### src/rtl/dsc_pkg.sv
package dsc_pkg;
  // Strobes the control half hands to the datapath half, one cycle each.
  typedef struct packed {
    logic cylLoad;   // load cylinder register
    logic cmdLoad;   // load command register, raise B request
    logic panicSet;  // arm panic flag
    logic reqBDrop;  // panic retired: drop B request
    logic enLoad;    // system-control write of enables
  } dscStrb_t;
endpackage

### src/rtl/dsc_ctrl.sv
module dsc_ctrl
  import dsc_pkg::*;
#(
  parameter int SEL_W     = 4,
  parameter int NIB_W     = 4,
  parameter int SEL_DISK  = 1,
  parameter int SEL_PANIC = 15,
  parameter int NIB_CYL   = 0,
  parameter int NIB_CMD   = 2
) (
  input  logic             clk,
  input  logic             rst_n,
  input  logic             tickStb,
  input  logic [SEL_W-1:0] selVal,
  input  logic [NIB_W-1:0] topNib,
  input  logic             ctlWrStb,
  input  logic             sysWrStb,
  output dscStrb_t         strb,
  output logic             panicRst,
  output logic             seqClk
);
  localparam logic [SEL_W-1:0] SelDisk  = SEL_W'(SEL_DISK);
  localparam logic [SEL_W-1:0] SelPanic = SEL_W'(SEL_PANIC);
  localparam logic [NIB_W-1:0] NibCyl   = NIB_W'(NIB_CYL);
  localparam logic [NIB_W-1:0] NibCmd   = NIB_W'(NIB_CMD);

  logic seqClkQ;
  logic panicQ;
  logic seqRise;
  logic diskWr;

  assign diskWr  = ctlWrStb && (selVal == SelDisk);
  assign seqRise = tickStb && !seqClkQ;

  always_comb begin
    strb          = '0;
    strb.cylLoad  = diskWr && (topNib == NibCyl);
    strb.cmdLoad  = diskWr && (topNib == NibCmd);
    strb.panicSet = ctlWrStb && (selVal == SelPanic);
    strb.reqBDrop = panicQ && seqRise && !strb.panicSet;
    strb.enLoad   = sysWrStb;
  end

  always_ff @(posedge clk) begin
    if (!rst_n) begin
      seqClkQ <= 1'b0;
    end else if (tickStb) begin
      seqClkQ <= !seqClkQ;
    end
  end

  // New arming wins over retirement in the same cycle.
  always_ff @(posedge clk) begin
    if (!rst_n) begin
      panicQ <= 1'b0;
    end else if (strb.panicSet) begin
      panicQ <= 1'b1;
    end else if (seqRise) begin
      panicQ <= 1'b0;
    end
  end

  assign panicRst = panicQ;
  assign seqClk   = seqClkQ;

  p_seqclk_toggle_r9: assert property (@(posedge clk) disable iff (!rst_n)
    tickStb |=> (seqClkQ != $past(seqClkQ)));
  p_seqclk_hold_r9: assert property (@(posedge clk) disable iff (!rst_n)
    !tickStb |=> $stable(seqClkQ));
  p_panic_retire_r4: assert property (@(posedge clk) disable iff (!rst_n)
    (panicQ && tickStb && !seqClkQ && !(ctlWrStb && selVal == SelPanic)) |=> !panicQ);
  p_panic_arm_r4: assert property (@(posedge clk) disable iff (!rst_n)
    (ctlWrStb && selVal == SelPanic) |=> panicQ);
endmodule

### src/rtl/dsc_dpath.sv
module dsc_dpath
  import dsc_pkg::*;
#(
  parameter int DATA_W    = 16,
  parameter int SEL_W     = 4,
  parameter int CYL_W     = 10,
  parameter int CMD_W     = 12,
  parameter int MSTAT_W   = 3,
  parameter int ED_W      = 2,
  parameter int SEL_STAT  = 15,
  parameter int SEL_CFG_A = 12,
  parameter int SEL_CFG_B = 14,
  parameter int REQA_BIT  = 7,
  parameter int REQB_BIT  = 15,
  parameter int ENA_BIT   = 6,
  parameter int ENB_BIT   = 5
) (
  input  logic               clk,
  input  logic               rst_n,
  input  dscStrb_t           strb,
  input  logic [CMD_W-1:0]   cmdSrc,
  input  logic               enSrcA,
  input  logic               enSrcB,
  input  logic               ctlRdStb,
  input  logic [SEL_W-1:0]   selVal,
  input  logic [MSTAT_W-1:0] microStat,
  input  logic               drvReady,
  input  logic               drvWrProt,
  input  logic               drvFault,
  input  logic [ED_W-1:0]    edCount,
  input  logic [DATA_W-1:0]  cfgSwA,
  input  logic [DATA_W-1:0]  cfgSwB,
  input  logic               reqAIn,
  output logic [CYL_W-1:0]   cylNum,
  output logic [CMD_W-1:0]   cmdWord,
  output logic [DATA_W-1:0]  rdData,
  output logic [DATA_W-1:0]  sysCtrlWord,
  output logic               irqA,
  output logic               irqB
);
  localparam int STAT_W = MSTAT_W + 3 + ED_W;
  localparam logic [SEL_W-1:0] SelStat = SEL_W'(SEL_STAT);
  localparam logic [SEL_W-1:0] SelCfgA = SEL_W'(SEL_CFG_A);
  localparam logic [SEL_W-1:0] SelCfgB = SEL_W'(SEL_CFG_B);

  logic [CYL_W-1:0] cylQ;
  logic [CMD_W-1:0] cmdQ;
  logic             reqAQ, reqBQ, enAQ, enBQ;
  logic [STAT_W-1:0] statByte;

  always_ff @(posedge clk) begin
    if (!rst_n) begin
      cylQ <= '0;
      cmdQ <= '0;
    end else begin
      if (strb.cylLoad) cylQ <= cmdSrc[CYL_W-1:0];
      if (strb.cmdLoad) cmdQ <= cmdSrc;
    end
  end

  // Command load wins over a panic-driven drop in the same cycle.
  always_ff @(posedge clk) begin
    if (!rst_n) begin
      reqBQ <= 1'b0;
    end else if (strb.cmdLoad) begin
      reqBQ <= 1'b1;
    end else if (strb.reqBDrop) begin
      reqBQ <= 1'b0;
    end
  end

  always_ff @(posedge clk) begin
    if (!rst_n) begin
      reqAQ <= 1'b0;
      enAQ  <= 1'b0;
      enBQ  <= 1'b0;
    end else begin
      reqAQ <= reqAIn;
      if (strb.enLoad) begin
        enAQ <= enSrcA;
        enBQ <= enSrcB;
      end
    end
  end

  // Status byte: fault, ED count, write protect, ready, microword bits (MSB first).
  assign statByte = {drvFault, edCount, drvWrProt, drvReady, microStat};

  always_comb begin
    rdData = '0;
    if (ctlRdStb) begin
      unique case (selVal)
        SelStat: rdData = DATA_W'(statByte);
        SelCfgA: rdData = cfgSwA;
        SelCfgB: rdData = cfgSwB;
        default: rdData = '0;
      endcase
    end
  end

  always_comb begin
    sysCtrlWord           = '0;
    sysCtrlWord[REQA_BIT] = reqAQ;
    sysCtrlWord[REQB_BIT] = reqBQ;
    sysCtrlWord[ENA_BIT]  = enAQ;
    sysCtrlWord[ENB_BIT]  = enBQ;
  end

  assign irqA    = reqAQ && enAQ;
  assign irqB    = reqBQ && enBQ;
  assign cylNum  = cylQ;
  assign cmdWord = cmdQ;

  p_cyl_only_on_load_r1: assert property (@(posedge clk) disable iff (!rst_n)
    !$stable(cylQ) |-> $past(strb.cylLoad));
  p_cmd_only_on_load_r2: assert property (@(posedge clk) disable iff (!rst_n)
    !$stable(cmdQ) |-> $past(strb.cmdLoad));
  p_cmd_raises_req_r2: assert property (@(posedge clk) disable iff (!rst_n)
    strb.cmdLoad |=> reqBQ);
  p_enable_only_on_write_r7: assert property (@(posedge clk) disable iff (!rst_n)
    (!$stable(enAQ) || !$stable(enBQ)) |-> $past(strb.enLoad));
  p_irqb_cause_r8: assert property (@(posedge clk) disable iff (!rst_n)
    $rose(irqB) |-> $past(strb.cmdLoad || strb.enLoad));
  p_reqb_drop_r4: assert property (@(posedge clk) disable iff (!rst_n)
    $fell(reqBQ) |-> $past(strb.reqBDrop));
endmodule

### src/rtl/dsc_host_bridge.sv
module dsc_host_bridge
  import dsc_pkg::*;
#(
  parameter int DATA_W = 16,
  parameter int SEL_W  = 4,
  parameter int CYL_W  = 10,
  parameter int CMD_W  = 12
) (
  input  logic              clk,
  input  logic              rst_n,
  input  logic              tickStb,
  input  logic [SEL_W-1:0]  selVal,
  input  logic [DATA_W-1:0] wrData,
  input  logic              ctlWrStb,
  input  logic              ctlRdStb,
  input  logic              sysWrStb,
  input  logic [2:0]        microStat,
  input  logic              drvReady,
  input  logic              drvWrProt,
  input  logic              drvFault,
  input  logic [1:0]        edCount,
  input  logic [DATA_W-1:0] cfgSwA,
  input  logic [DATA_W-1:0] cfgSwB,
  input  logic              reqAIn,
  output logic [CYL_W-1:0]  cylNum,
  output logic [CMD_W-1:0]  cmdWord,
  output logic              panicRst,
  output logic              seqClk,
  output logic [DATA_W-1:0] rdData,
  output logic [DATA_W-1:0] sysCtrlWord,
  output logic              irqA,
  output logic              irqB
);
  localparam int NIB_W   = DATA_W - CMD_W;
  localparam int ENA_BIT = 6;
  localparam int ENB_BIT = 5;

  dscStrb_t strb;

  dsc_ctrl #(
    .SEL_W(SEL_W), .NIB_W(NIB_W)
  ) ctrl_i (
    .clk(clk), .rst_n(rst_n), .tickStb(tickStb), .selVal(selVal),
    .topNib(wrData[DATA_W-1 -: NIB_W]), .ctlWrStb(ctlWrStb), .sysWrStb(sysWrStb),
    .strb(strb), .panicRst(panicRst), .seqClk(seqClk)
  );

  dsc_dpath #(
    .DATA_W(DATA_W), .SEL_W(SEL_W), .CYL_W(CYL_W), .CMD_W(CMD_W),
    .ENA_BIT(ENA_BIT), .ENB_BIT(ENB_BIT)
  ) dpath_i (
    .clk(clk), .rst_n(rst_n), .strb(strb), .cmdSrc(wrData[CMD_W-1:0]),
    .enSrcA(wrData[ENA_BIT]), .enSrcB(wrData[ENB_BIT]),
    .ctlRdStb(ctlRdStb), .selVal(selVal), .microStat(microStat),
    .drvReady(drvReady), .drvWrProt(drvWrProt), .drvFault(drvFault),
    .edCount(edCount), .cfgSwA(cfgSwA), .cfgSwB(cfgSwB), .reqAIn(reqAIn),
    .cylNum(cylNum), .cmdWord(cmdWord), .rdData(rdData),
    .sysCtrlWord(sysCtrlWord), .irqA(irqA), .irqB(irqB)
  );
endmodule

### config.mk
export PLATFORM = sky130hd
export DESIGN_NAME = dsc_host_bridge
export DESIGN_NICKNAME = d
export VERILOG_FILES = /design/src/rtl/dsc_pkg.sv /design/src/rtl/dsc_ctrl.sv /design/src/rtl/dsc_dpath.sv /design/src/rtl/dsc_host_bridge.sv
export SDC_FILE = /design/constraint.sdc
export NUM_CORES = 1
export LEC_CHECK = 0
export ABC_AREA = 1
export BUFFER_PORTS_ARGS = -buffer_cell sky130_fd_sc_hd__buf_2
export CAP_MARGIN = 20
export CORE_MARGIN = 2
export CORE_UTILIZATION = 37
export DETAILED_ROUTE_END_ITERATION = 8
export PLACE_DENSITY = 0.74
export RECOVER_POWER = 50
export SLEW_MARGIN = 20
export SYNTH_ARGS = -nofsm -noshare
export SYNTH_HDL_FRONTEND = slang
export SYNTH_SLANG_ARGS = --single-unit
### constraint.sdc
create_clock -name clk -period 1.1 [get_ports clk]
set_input_delay 0.22 -clock clk [delete_from_list [all_inputs] [get_ports clk]]
set_output_delay 0.22 -clock clk [all_outputs]
set_load 0.005 [all_outputs]
==> metrics, run 1 <==
run status=finished with violations; violated checks=negative setup slack; total negative slack=-2030 ps; share of layout cells above drive strength 1=between 30% and 40%; FFs w/ async S/R, synth=0%; longest individual stage delay on the worst path=220 ps; vias in the first global route=roughly 1,700; antenna violations before repair=0; area share of fa/ha/maj cells after synthesis=0%; xor/xnor cell area share of the yosys netlist=0%; most numerous cell on the critical path=nand2_1; cell with the largest stage delay on the worst path=nor3_4; Synth Area in Compound Gates=4.65%; detailed placement HPWL=3.63 mm; main flop type after synthesis=dfxtp_1; drt first-iter violations=92; Arrival @ worst endpoint=1030 ps; setup repair after global routing missed its margin=yes; fin. max-slew vios=0; synthesized area per cell=6.19 µm²; CTS tree=built; wire length of the first global-routing pass=7.27 mm; setup violators final=16; post-synthesis cell area=1700 µm²; largest area contributor in the synthesized netlist=dfxtp_1; remaining antenna violation count after routing=0; area of the die=5140 µm²; largest family of logic cells by synthesized area=simple AND/OR/NAND/NOR gates; cts bufs inserted=3; starting density of the core=between 30 and 40%; cell area power density=819 nW/µm²; Total Power Consumption=2.06 mW; shortest period the worst path allows=1250 ps; class of the worst hold path=in -> reg; Std-Cell Rows=24; critical-path cell list=buf_8 -> nor3_4 -> buf_6 -> nand2_1 -> nand3_1 -> nand2_1 -> inv_1 -> buf_2; leading cell types by total area after synthesis=dfxtp_1, nand2_1, nand3_1; chip width=71.7 µm; library cell with the highest instance count after synthesis=nand2_1; via/cell ratio=around 4.5; Die Height=71.7 µm; type of element launching the critical path=primary input; total count of hold-check failures in the final report=0; clock skew after layout=roughly 0.4 ps; max_slew headroom=approximately three fifths; aggregate routed wire length=4.84 mm; clock insertion delay at the later pin of the skew report=270 ps; maximum fanout count along the critical path=7; Worst Path Buf+Inv=4; crit path capture type=output port; I/O Buffers=112; clock-pin slew reported for the worst setup and hold paths after clock tree synthesis=90 ps; number of top-level design ports=125; average wire length per cell after detail routing=10.9 µm; H-tree depth=1; post-synthesis sequential area ratio=about a third; most common library cells after synthesis=nand2_1, nor2_1, nand3_1, inv_1, dfxtp_1; Max Freq=798 MHz; final worst slack=-152 ps; count of different cell masters after synthesis=24; cell count after synthesis=between 200 and 300; total congestion overflow after global routing=0; area share of and/or/nand/nor cells after synthesis=44.2%; fin nets=460; via total after detailed routing=1,995; worst-case vdd ir drop=0.471 mV; final worst path period share=114%; Least-Margin Pin Slew=623 ps; weighted congestion at the end of routability-driven global placement=0.849; number of flops mapped to enable cells by yosys=0; maximum clock path buffer count=2; Floorplan Core Area=4380 µm²; category of cells accounting for the largest share of critical-path delay=buffers and inverters; DRC violations left=0; count of state elements after synthesis=28; proportion of netlist area held by the largest area contributor=33.0%; largest net degree at the start of global routing=24; GRT Total Usage=17.2%; standby leakage power=around 1.4 nW; Required @ worst endpoint=880 ps; Num Clock Sinks=28; First-pass DRT Iterations=4; Critical Setup Path Class=in -> out; portion of netlist area occupied by mux cells=0%; count of max-cap constraint violations=0; number of warnings issued by yosys=0; Area growth, synth to finish=48.5%; clock tree root driver cell=clkbuf_8; number of antenna repair diodes=0
[power by group]
part / switching, mW / internal, mW
Sequential: 0.00608 / 1.02
Clock: 0.311 / 0.320
Combinational: 0.204 / 0.197
[cell usage in the layout (no fill, tap or decap), types with 2 or more instances in the layout]
master / instances
nor2_1: 48
nor2_4: 2
conb_1: 12
nand3_1: 36
a21oi_1: 10
buf_8: 4
a21oi_2: 3
dfxtp_1: 27
buf_6: 2
nand3_2: 3
buf_2: 107
buf_12: 4
buf_4: 10
o21ai_0: 2
inv_1: 30
nand2_1: 70
nor2_2: 3
clkbuf_8: 4
nand2_2: 3
[metrics by stage]
stage	hold WS [ps]	cell area (µm²)	worst slack (ps)	util, %	std cells
after floorplan	310	1740	11.7	-	285
after global placement	403	2360	-152	53.8	438
after detailed placement	406	2360	-169	53.8	438
after CTS	121	2470	-155	56.4	443
after global routing	141	2520	-210	57.5	444
final	125	2520	-152	57.5	444
[registers in the layout, indices dropped and copies added (netlist names)]
name	cells
dpath_i.cmdWord	12
dpath_i.cylNum	10
ctrl_i.panicRst	1
ctrl_i.seqClk	1
dpath_i.enAQ	1
dpath_i.enBQ	1
dpath_i.reqAQ	1
dpath_i.reqBQ	1
[worst paths after layout]
kind,startpoint,end,slack (ps),cells after the start
max,selVal[0],rdData[0],-150,8
min,reqAIn,dpath_i.reqAQ,120,3
max reg2reg,ctrl_i.seqClk,dpath_i.reqBQ,270,6
min reg2reg,dpath_i.cmdWord[10],dpath_i.cmdWord[10],490,2
[layout make-up]
class	count	area, µm²
Inverter	33	133
Clock buffer	4	55.1
Multi-Input combinational cell	199	928
Timing Repair Buffer	128	777
Tap cell	52	65.1
Fill cell	430	1860
Sequential cell	28	562
[worst register-to-register path: stages (launching register included)]
cell     delay [ps]
dfxtp_1         320
inv_1            50
nand2_1          80
nor2_1          100
nand2_1          70
nand2_1          70
a21oi_2          50
[repair_timing]
action / in CTS / in global routing
gates resized for setup: 13 / 16
hold endpoints to repair: 0 / 0
hold buffers: 0 / 0
pin swaps: 4 / 3
endpoints found under the setup margin: 16 / 17
buffers inserted: 1 / 1
[metal layers]
metal  up-vias  GRT usage, %  wire length, µm
li1       1052             -                -
met1       862          22.4             2140
met2        73          29.1             2370
met3         8          3.09              251
met4         0          5.03               82
met5         -             0                0
[kinds of logic after synthesis]
| logic type | count (synthesis) |
|---|---|
| compound gates | 15 |
| flops | 28 |
| buf+inv | 58 |
| simple gates | 172 |
| other cells | 1 |
(Power assumes the default switching activity.)
==> inputs of run 2 (changes only) <==
- CELL_PAD_IN_SITES_DETAIL_PLACEMENT: unset -> 1
- CELL_PAD_IN_SITES_GLOBAL_PLACEMENT: unset -> 2
- CORE_UTILIZATION: 37 -> 17
==> metrics, run 2 (same netlist as run 1, synthesis figures left out) <==
run status=finished with violations (unchanged); starting density of the core=17.4% (was 38.7%); share of layout cells above drive strength 1=43.5% (was 39.3%); shortest period the worst path allows=1330 ps (was 1250 ps); clock tree root driver cell=clkbuf_8 (unchanged); via total after detailed routing=2,080 (was 1,995); Max Freq=751 MHz (was 798 MHz); critical-path cell list=buf_12 -> inv_6 -> nor3_4 -> buf_6 -> nand2_2 -> nand3_2 -> nand2_1 -> inv_1 -> buf_2 (was buf_8 -> nor3_4 -> buf_6 -> nand2_1 -> nand3_1 -> nand2_1 -> inv_1 -> buf_2); Clock power frac=36.1% (was 30.6%); setup repair after global routing missed its margin=yes (unchanged); Std-Cell Rows=36 (was 24); antenna violations before repair=0 (unchanged); wire length of the first global-routing pass=10.6 mm (was 7.27 mm); class of the worst hold path=in -> reg (unchanged); Worst Path Buf+Inv=5 (was 4); type of element launching the critical path=primary input (unchanged); Required @ worst endpoint=880 ps (about the same); weighted congestion at the end of routability-driven global placement=0.730 (was 0.849); detailed placement HPWL=5.03 mm (was 3.63 mm); Pint=1.71 mW (was 1.54 mW); remaining antenna violation count after routing=0 (unchanged); clock-pin slew reported for the worst setup and hold paths after clock tree synthesis=100 ps (was 90 ps); fin nets=463 (was 460); aggregate routed wire length=6.62 mm (was 4.84 mm); area of the die=10,800 µm² (was 5140 µm²); I/O Buffers=112 (unchanged); endpoint of the worst hold path=dpath_i.reqAQ (unchanged); final worst path period share=121% (was 114%); maximum fanout count along the critical path=8 (was 7); setup violators final=16 (unchanged); Die Height=104 µm (was 71.7 µm); category of cells accounting for the largest share of critical-path delay=buffers and inverters (unchanged); drt first-iter violations=60 (was 92); cts bufs inserted=3 (unchanged); longest individual stage delay on the worst path=210 ps (was 220 ps); Num Clock Sinks=28 (unchanged); number of antenna repair diodes=0 (unchanged); Logic pwr share=18.4% (was 19.4%); via/cell ratio=3.94 (was 4.49); vias in the first global route=2,136 (was 1,728); total congestion overflow after global routing=0 (unchanged); Arrival @ worst endpoint=1110 ps (was 1030 ps); H-tree depth=1 (unchanged); chip width=104 µm (was 71.7 µm); worst hold path stage count=3 (unchanged); highest-count cells in the layout ignoring fill and taps=buf_2, nand2_1, nor2_1 (unchanged); # fillers=1,266 (was 430); net switching power figure=559 µW (was 521 µW); most common cell after layout, fill and taps aside=buf_2 (unchanged); cell with the largest stage delay on the worst path=nor3_4 (unchanged); Largest register FFs=12 (unchanged); Critical Setup Path Class=in -> out (unchanged); maximum clock path buffer count=2 (unchanged); slack of the worst reg-to-reg path=270 ps (about the same); reg2reg end=ctrl_i.seqClk (was dpath_i.reqBQ); total cell area at the placement stage=2460 µm² (was 2360 µm²); standby leakage power=1.50 nW (was 1.43 nW); largest net degree at the start of global routing=27 (was 24); total count of hold-check failures in the final report=0 (unchanged); net switching fraction of the power=24.7% (was 25.2%); DRC violations left=0 (unchanged); GRT Total Usage=11.9% (was 17.2%); sequential cell fraction of total power=45.6% (was 50.0%); R2R depth=3 (was 6); CTS tree=built (unchanged); First-pass DRT Iterations=4 (unchanged); crit path capture type=output port (unchanged); number of top-level design ports=125 (unchanged); Layout Cell Area excl Fill=2710 µm² (was 2520 µm²); Area growth, synth to finish=60.0% (was 48.5%); Floorplan Core Area=9730 µm² (was 4380 µm²); violated checks=negative setup slack (unchanged); worst-case vdd ir drop=0.534 mV (was 0.471 mV); fin. max-slew vios=0 (unchanged); Least-Margin Pin Slew=543 ps (was 623 ps); count of max-cap constraint violations=0 (unchanged); final worst slack=-232 ps (was -152 ps); clock skew after layout=0.229 ps (was 0.393 ps); R2R Path Start=ctrl_i.seqClk (unchanged); post-cts hold buffer count=0 (unchanged); min-delay src=reqAIn (unchanged); Total Power Consumption=2.27 mW (was 2.06 mW); startpoint of the worst setup timing path=selVal[1] (was selVal[0]); hold_ws=114 ps (was 125 ps); clock insertion delay at the later pin of the skew report=280 ps (was 270 ps); cell area power density=835 nW/µm² (was 819 nW/µm²); average wire length per cell after detail routing=12.5 µm (was 10.9 µm); max_slew headroom=63.8% (was 58.5%)
==> run 2: changes by cell type in the layout (fill, tap and decap cells not counted), sizes merged <==
| cell | delta |
|---|---|
| buf | +1 |
| clkbuf | +1 |
| bufinv | +1 |
==> run 2: how the worst max path moves through the flow <==
| stage | end | slack [ps] | depth (start not counted) |
|---|---|---|---|
| finish | rdData[7] | -230 | 9 |
| global route | rdData[14] | -310 | 7 |
| CTS | rdData[13] | -210 | 7 |
| detailed placement | rdData[4] | -230 | 8 |
| global placement | rdData[4] | -210 | 8 |
| floorplan | rdData[6] | 10 | 7 |
==> run 2: what timing repair did <==
item,CTS,global route
gates cloned,1,0
endpoints found under the setup margin,17,18
buffers inserted,6,1
resized for setup,23,31
pin swaps,1,8
==> run 2: layer usage <==
layer	part of all wire [%]	vias to the layer above	GRT usage, %
met3	3.4	4	1.94
met4	0.92	0	2.12
met5	0	-	0
met2	56	41	23.0
li1	-	1055	-
met1	40	980	13.7
==> run 2: cell type report <==
| cell class | instances | area [µm²] | share of cell area, % |
|---|---|---|---|
| timing repair buffer | 131 | 788 | 29.0 |
| multi-input combinational | 199 | 992 | 36.6 |
| clock buffer | 3 | 41.3 | 1.52 |
| inverter | 33 | 133 | 4.89 |
| sequential | 28 | 563 | 20.7 |
| clock inverter | 1 | 30.0 | 1.11 |
| tap | 133 | 166 | 6.13 |
==> run 2: stage by stage <==
step,util [%],instances,setup TNS [ps],setup slack [ps]
6_report,27.9,528,-2770,-232
5_1_grt,27.9,528,-4210,-314
4_1_cts,27.5,529,-3160,-211
3_5_place_dp,25.3,518,-6310,-228
3_3_place_gp,25.3,518,-5200,-209
2_1_floorplan,-,285,0,11.7
==> run 2: worst reg2reg max path, delay by kind of cell, from the launching register on <==
kind            cells  cell delay, ps
simple gates        1             260
buf+inv             1              50
flops               1             340
compound gates      1             120
==> run 2: power by group through the flow <==
| stage | registers (mW) | logic (mW) | clock network (mW) |
|---|---|---|---|
| floorplan | 1.06 | 0.194 | 0 |
| global placement | 1.05 | 0.371 | 0 |
| detailed placement | 1.06 | 0.377 | 0 |
| CTS | 1.03 | 0.412 | 0.849 |
| global route | 1.04 | 0.466 | 0.887 |
| finish | 1.03 | 0.416 | 0.817 |
